**src/rtl/sscan_pkg.sv**
```systemverilog
package sscan_pkg;

    // Operating mode decided once per cycle
    typedef enum logic [1:0] {
        SM_HOLD    = 2'd0,
        SM_SHIFT   = 2'd1,
        SM_CAPTURE = 2'd2
    } scan_mode_e;

    // Width of a counter that holds 0 .. n-1
    function automatic int cnt_width(input int n);
        return (n > 1) ? $clog2(n) : 1;
    endfunction

endpackage

```
**src/rtl/sscan_mode_dec.sv**
```systemverilog
module sscan_mode_dec
    import sscan_pkg::*;
(
    input  logic       scan_en,
    input  logic       se_prev,
    input  logic       shift_stb,
    output scan_mode_e mode
);

    always_comb begin
        if (!scan_en && se_prev) begin
            mode = SM_CAPTURE;          // falling edge of scan enable wins
        end else if (scan_en && shift_stb) begin
            mode = SM_SHIFT;
        end else begin
            mode = SM_HOLD;
        end
    end

endmodule

```
**src/rtl/sscan_step.sv**
```systemverilog
module sscan_step #(
    parameter int NSEG    = 4,
    parameter int SEG_LEN = 8,
    parameter int CW      = 3
) (
    input  logic [NSEG-1:0] ptr_q,
    input  logic [CW-1:0]   cnt_q,
    output logic [NSEG-1:0] ptr_adv,
    output logic [CW-1:0]   cnt_adv,
    output logic            wrap
);

    localparam logic [CW-1:0] LAST_CNT = CW'(SEG_LEN - 1);

    logic [NSEG-1:0] ptr_rot;

    generate
        if (NSEG == 1) begin : g_single
            assign ptr_rot = ptr_q;
        end else begin : g_ring
            assign ptr_rot = {ptr_q[NSEG-2:0], ptr_q[NSEG-1]};
        end
    endgenerate

    always_comb begin
        if (cnt_q == LAST_CNT) begin
            cnt_adv = '0;
            ptr_adv = ptr_rot;
            wrap    = ptr_q[NSEG-1];
        end else begin
            cnt_adv = cnt_q + CW'(1);
            ptr_adv = ptr_q;
            wrap    = 1'b0;
        end
    end

endmodule

```
**src/rtl/sscan_route.sv**
```systemverilog
module sscan_route
    import sscan_pkg::*;
#(
    parameter int NSEG = 4
) (
    input  scan_mode_e      mode,
    input  logic [NSEG-1:0] ptr_q,
    input  logic            scan_in,
    input  logic [NSEG-1:0] seg_so,
    output logic [NSEG-1:0] seg_clk_en,
    output logic [NSEG-1:0] seg_si,
    output logic            scan_out
);

    generate
        for (genvar i = 0; i < NSEG; i++) begin : g_seg
            assign seg_clk_en[i] = (mode == SM_CAPTURE) ||
                                   ((mode == SM_SHIFT) && ptr_q[i]);
            assign seg_si[i]     = scan_in && ptr_q[i];
        end
    endgenerate

    // Bypass output mux: one-hot select of the active segment
    always_comb begin
        scan_out = 1'b0;
        for (int i = 0; i < NSEG; i++) begin
            scan_out = scan_out | (ptr_q[i] & seg_so[i]);
        end
    end

endmodule

```
**src/rtl/sscan_ctrl.sv**
```systemverilog
module sscan_ctrl
    import sscan_pkg::*;
#(
    parameter int NSEG    = 4,
    parameter int SEG_LEN = 8
) (
    input  logic            clk,
    input  logic            rst_n,
    input  logic            scan_en,
    input  logic            shift_stb,
    input  logic            scan_in,
    input  logic [NSEG-1:0] seg_so,
    output logic [NSEG-1:0] seg_clk_en,
    output logic [NSEG-1:0] seg_si,
    output logic            scan_out,
    output logic            pattern_done
);

    localparam int CW = cnt_width(SEG_LEN);
    localparam logic [NSEG-1:0] FIRST_SEG = NSEG'(1);

    typedef struct packed {
        logic [NSEG-1:0] ptr;
        logic [CW-1:0]   cnt;
        logic            done;
        logic            se_prev;
    } ctrl_state_t;

    ctrl_state_t state_d, state_q;
    scan_mode_e  mode;
    logic [NSEG-1:0] ptr_adv;
    logic [CW-1:0]   cnt_adv;
    logic            wrap;

    sscan_mode_dec u_mode (
        .scan_en   (scan_en),
        .se_prev   (state_q.se_prev),
        .shift_stb (shift_stb),
        .mode      (mode)
    );

    sscan_step #(
        .NSEG    (NSEG),
        .SEG_LEN (SEG_LEN),
        .CW      (CW)
    ) u_step (
        .ptr_q   (state_q.ptr),
        .cnt_q   (state_q.cnt),
        .ptr_adv (ptr_adv),
        .cnt_adv (cnt_adv),
        .wrap    (wrap)
    );

    sscan_route #(
        .NSEG (NSEG)
    ) u_route (
        .mode       (mode),
        .ptr_q      (state_q.ptr),
        .scan_in    (scan_in),
        .seg_so     (seg_so),
        .seg_clk_en (seg_clk_en),
        .seg_si     (seg_si),
        .scan_out   (scan_out)
    );

    always_comb begin
        state_d         = state_q;
        state_d.done    = 1'b0;
        state_d.se_prev = scan_en;
        unique case (mode)
            SM_SHIFT: begin
                state_d.ptr  = ptr_adv;
                state_d.cnt  = cnt_adv;
                state_d.done = wrap;
            end
            SM_CAPTURE: begin
                state_d.ptr = FIRST_SEG;
                state_d.cnt = '0;
            end
            default: ;
        endcase
    end

    always_ff @(posedge clk or negedge rst_n) begin
        if (!rst_n) begin
            state_q.ptr     <= FIRST_SEG;
            state_q.cnt     <= '0;
            state_q.done    <= 1'b0;
            state_q.se_prev <= 1'b0;
        end else begin
            state_q <= state_d;
        end
    end

    assign pattern_done = state_q.done;

endmodule

```
**config.mk**
```make
export PLATFORM = sky130hd
export DESIGN_NAME = sscan_ctrl
export DESIGN_NICKNAME = d
export VERILOG_FILES = /design/src/rtl/sscan_pkg.sv /design/src/rtl/sscan_mode_dec.sv /design/src/rtl/sscan_step.sv /design/src/rtl/sscan_route.sv /design/src/rtl/sscan_ctrl.sv
export SDC_FILE = /design/constraint.sdc
export NUM_CORES = 1
export LEC_CHECK = 0
export BUFFER_PORTS_ARGS = -buffer_cell sky130_fd_sc_hd__buf_4
export CORE_AREA = 5 5 42 44
export DETAILED_ROUTE_END_ITERATION = 12
export DIE_AREA = 0 0 47 49
export PLACE_DENSITY = 0.72
export SLEW_MARGIN = 20
export SYNTH_ARGS = -nofsm -noshare
export SYNTH_HDL_FRONTEND = slang
export SYNTH_SLANG_ARGS = --single-unit
```
**constraint.sdc**
```tcl
create_clock -name clk -period 1.4 [get_ports clk]
set_input_delay 0.21 -clock clk [delete_from_list [all_inputs] [get_ports clk]]
set_output_delay 0.21 -clock clk [all_outputs]
set_load 0.02 [all_outputs]
```
==> out/qor.json <==
{
  "post_drt_antenna_nets": {"value": 0},
  "timing.rr.end": {"value": "state_q[4]"},
  "ys_ff_latch": {"value": 9},
  "dpl_worst_slack": {"value": 0.00631, "unit": "ns"},
  "clkLatencyLatePin": {"value": 0.26, "unit": "ns"},
  "max_slew_margin": {"value": 86.2, "unit": "%"},
  "setup.worst_path.class": {"value": "reg2out"},
  "nNetsFinal": {"value": 81},
  "fraction_of_power_spent_switching_nets": {"value": 26.3, "unit": "%"},
  "hold_violations": {"value": 0},
  "pin_count": {"value": 19},
  "initial_antenna_violation_count": {"value": 0},
  "layout_min_cycle_time": {"value": 1.33, "unit": "ns"},
  "post-route-worst-setup-slack": {"value": 0.0651, "unit": "ns"},
  "grt_start_max_net_pins": {"value": 13},
  "regToRegStartpoint": {"value": "state_q[3]"},
  "power_switching": {"value": 158, "unit": "uW"},
  "dp.final_hpwl": {"value": 794, "unit": "um"},
  "async_reset_ff_share": {"value": 100, "unit": "%"},
  "min_period_over_period": {"value": 95.3, "unit": "%"},
  "synth.top_cells.by_area": {"value": "sky130_fd_sc_hd__dfrtp_1, sky130_fd_sc_hd__a22o_1, sky130_fd_sc_hd__and2_1"},
  "fin_cells": {"value": 85},
  "critPathCapture": {"value": "seg_clk_en[0]"},
  "clkSlewWorstSetupHoldPaths": {"value": 0.06, "unit": "ns"},
  "mostFrequentLayoutCell": {"value": "sky130_fd_sc_hd__buf_4"},
  "fmaxAchievable": {"value": 749, "unit": "MHz"},
  "post_synthesis_cell_type_count": {"value": 19},
  "drv.max_cap_violation_count": {"value": 0},
  "fp.dieArea": {"value": 2300, "unit": "um^2"},
  "avgViaCountPerCell": {"value": 5.04},
  "stdcell_area": {"value": 683, "unit": "um^2"},
  "worst_ir_drop_vdd": {"value": 0.647, "unit": "mV"},
  "core_area": {"value": 1400, "unit": "um^2"},
  "crit_chain": {"value": "inv_2, o21ai_1, buf_4"},
  "cts_buffers": {"value": 3},
  "grt_setup_unrepaired": {"value": "false"},
  "critPathLaunch": {"value": "state_q[5]"},
  "antenna_cells": {"value": 0},
  "max_slew.worst_pin.slew": {"value": 0.201, "unit": "ns"},
  "synth_top_area_share": {"value": 40.6, "unit": "%"},
  "routed_wirelength": {"value": 1070, "unit": "um"},
  "placed_area": {"value": 626, "unit": "um^2"},
  "synth_largest_area_cell": {"value": "sky130_fd_sc_hd__dfrtp_1"},
  "layout.filler_cells": {"value": 140},
  "drc": {"value": 0},
  "wl_per_cell": {"value": 12.6, "unit": "um"},
  "synth.cell_area": {"value": 493, "unit": "um^2"},
  "cp-end-kind": {"value": "primary output"},
  "post_synth_edffs": {"value": 0},
  "crit_path_max_fanout": {"value": 4},
  "reg2reg_setup_slack": {"value": 0.08, "unit": "ns"},
  "highest_cell_delay_on_the_worst_timing_path": {"value": 0.56, "unit": "ns"},
  "cell_internal_pwr": {"value": 443, "unit": "uW"},
  "grt-ovfl-total": {"value": 0},
  "hold_path_class": {"value": "in2reg"},
  "synth_fp_nets": {"value": 59},
  "grt_first_pass_wirelength": {"value": 1530, "unit": "um"},
  "power_leakage": {"value": 0.347, "unit": "nW"},
  "placedCellCount": {"value": 80},
  "first_global_vias": {"value": 357},
  "clockPowerShare": {"value": 33.9, "unit": "%"},
  "first_pass_detailed_route_iteration_total": {"value": 4},
  "layout-area-overhead-vs-synth": {"value": 38.6, "unit": "%"},
  "route.vias.total": {"value": 428},
  "ctsHtreeMaxLevel": {"value": 1},
  "p_seq_share": {"value": 47.6, "unit": "%"},
  "cp_slowest_cell": {"value": "sky130_fd_sc_hd__dfstp_2"},
  "numClockSinks": {"value": 9},
  "run_status": {"value": "finished, final reports clean"},
  "finalSetupViolCount": {"value": 0},
  "synth_ff_type": {"value": "sky130_fd_sc_hd__dfrtp_1"},
  "powerDensity": {"value": 879, "unit": "nW/um^2"},
  "fp-row-count": {"value": 14},
  "clock_tree_root_driver_cell": {"value": "sky130_fd_sc_hd__clkbuf_4"},
  "die_width": {"value": 47, "unit": "um"},
  "area_taken_by_multi_input_logic_gates": {"value": 256, "unit": "um^2"},
  "cp.required": {"value": 1.19, "unit": "ns"},
  "gp_congestion": {"value": 0.766},
  "layout.area.seq": {"value": 228, "unit": "um^2"},
  "clock_skew_after_layout": {"value": 0.00137, "unit": "ns"},
  "die-height": {"value": 49, "unit": "um"},
  "seq_total_area_yosys": {"value": 45.9, "unit": "%"},
  "track_usage": {"value": 9.69, "unit": "%"},
  "port-buffer-count": {"value": 18},
  "final_max_slew_viol_count": {"value": 0},
  "floorplan.initialDensity": {"value": 35.2, "unit": "%"},
  "cp_data_arrival_time": {"value": 1.12, "unit": "ns"},
  "yosys_warnings": {"value": 0},
  "cts_tree": {"value": "yes"},
  "clockBufferDepth": {"value": 2},
  "post_synth_inst_count": {"value": 48},
  "mostFrequentLayoutCells": {"value": "sky130_fd_sc_hd__buf_4, sky130_fd_sc_hd__dfrtp_1, sky130_fd_sc_hd__nand2_1"},
  "comb_power_share": {"value": 18.6, "unit": "%"},
  "layout-drive-gt1-share": {"value": 42.0, "unit": "%"},
  "r2r_cells": {"value": 4},
  "dr.first_iter.drc_count": {"value": 3},
  "tns": {"value": 0, "unit": "ns"},
  "critPathLaunchType": {"value": "register"},
  "synthesis.area_per_instance": {"value": 10.3, "unit": "um^2"}
}
## state kept, by name, indices dropped and copies added (netlist names)
signal        count
state_q           8
pattern_done      1
## kinds of logic (layout without fill, tap and decap cells)
logic type,count (synthesis),count (layout),synth area share (%)
AO/OA/AOI/OAI,10,10,15.2
adder cells (fa/ha/maj),2,2,5.08
buffers and inverters,4,25,6.09
flip-flops,9,9,45.9
multiplexers,3,3,7.36
AND/OR/NAND/NOR,20,20,20.3
## worst min-delay path by stage
stage                        from      endpoint  slack, ns  cells past startpoint
final                     scan_en    state_q[0]       0.14                      1
after global routing      scan_en    state_q[0]       0.13                      1
after CTS                 scan_en    state_q[0]       0.14                      1
after detailed placement    rst_n    state_q[3]       0.04                      1
after global placement      rst_n    state_q[3]       0.04                      1
after floorplan             rst_n  pattern_done      -0.09                      0
## cell type report
class / count / area share, %
timing repair buffer: 19 / 21.2
inverter: 2 / 1.10
tap: 16 / 2.93
sequential: 9 / 33.3
multi-input combinational: 35 / 37.5
clock buffer: 4 / 3.85
## Yosys cell counts (all sizes together) (2+ instances only)
cell and number:
a22oi 3, dfrtp 8, a22o 4, buf 2, nand2 6, inv 2, o21ai 2, mux2 2
and2 5, nand3 4, nor2 2, ha 2
## what timing repair did
action,4_1_cts,5_1_grt
endpoints found under the setup margin,0,4
endpoints found under the hold margin,9,0
resized for setup,0,7
hold buffers,1,0
setup buffers,0,0
## critical path: cells and delay by family (launching register included)
| kind | cells | cell delay, ns |
|---|---|---|
| flip-flops | 1 | 0.56 |
| buffers and inverters | 2 | 0.19 |
| AO/OA/AOI/OAI | 1 | 0.11 |
## routing by layer
metal / up-vias / routed length, um / global-route usage (%)
li1: 214 / - / -
met1: 193 / 422 / 11.9
met2: 18 / 516 / 13.3
met3: 3 / 115 / 5.90
met4: 0 / 16 / 4.15
met5: - / 0 / 0
## power by group through the flow
stage	clock network (mW)	logic [mW]	registers (mW)
after floorplan	0	0.0650	0.286
after global placement	0	0.104	0.287
after detailed placement	0	0.106	0.287
after CTS	0.206	0.108	0.283
after global routing	0.227	0.124	0.287
final	0.204	0.111	0.286
## per-stage QoR
stage | total power, mW | hold WS, ns | utilization (%)
after floorplan | 0.351 | -0.0856 | -
after global placement | 0.390 | 0.0380 | 44.6
after detailed placement | 0.393 | 0.0377 | 44.6
after CTS | 0.596 | 0.138 | 47.2
after global routing | 0.638 | 0.130 | 48.8
final | 0.601 | 0.140 | 48.8
No activity file was read; power rests on OpenSTA's default activity.
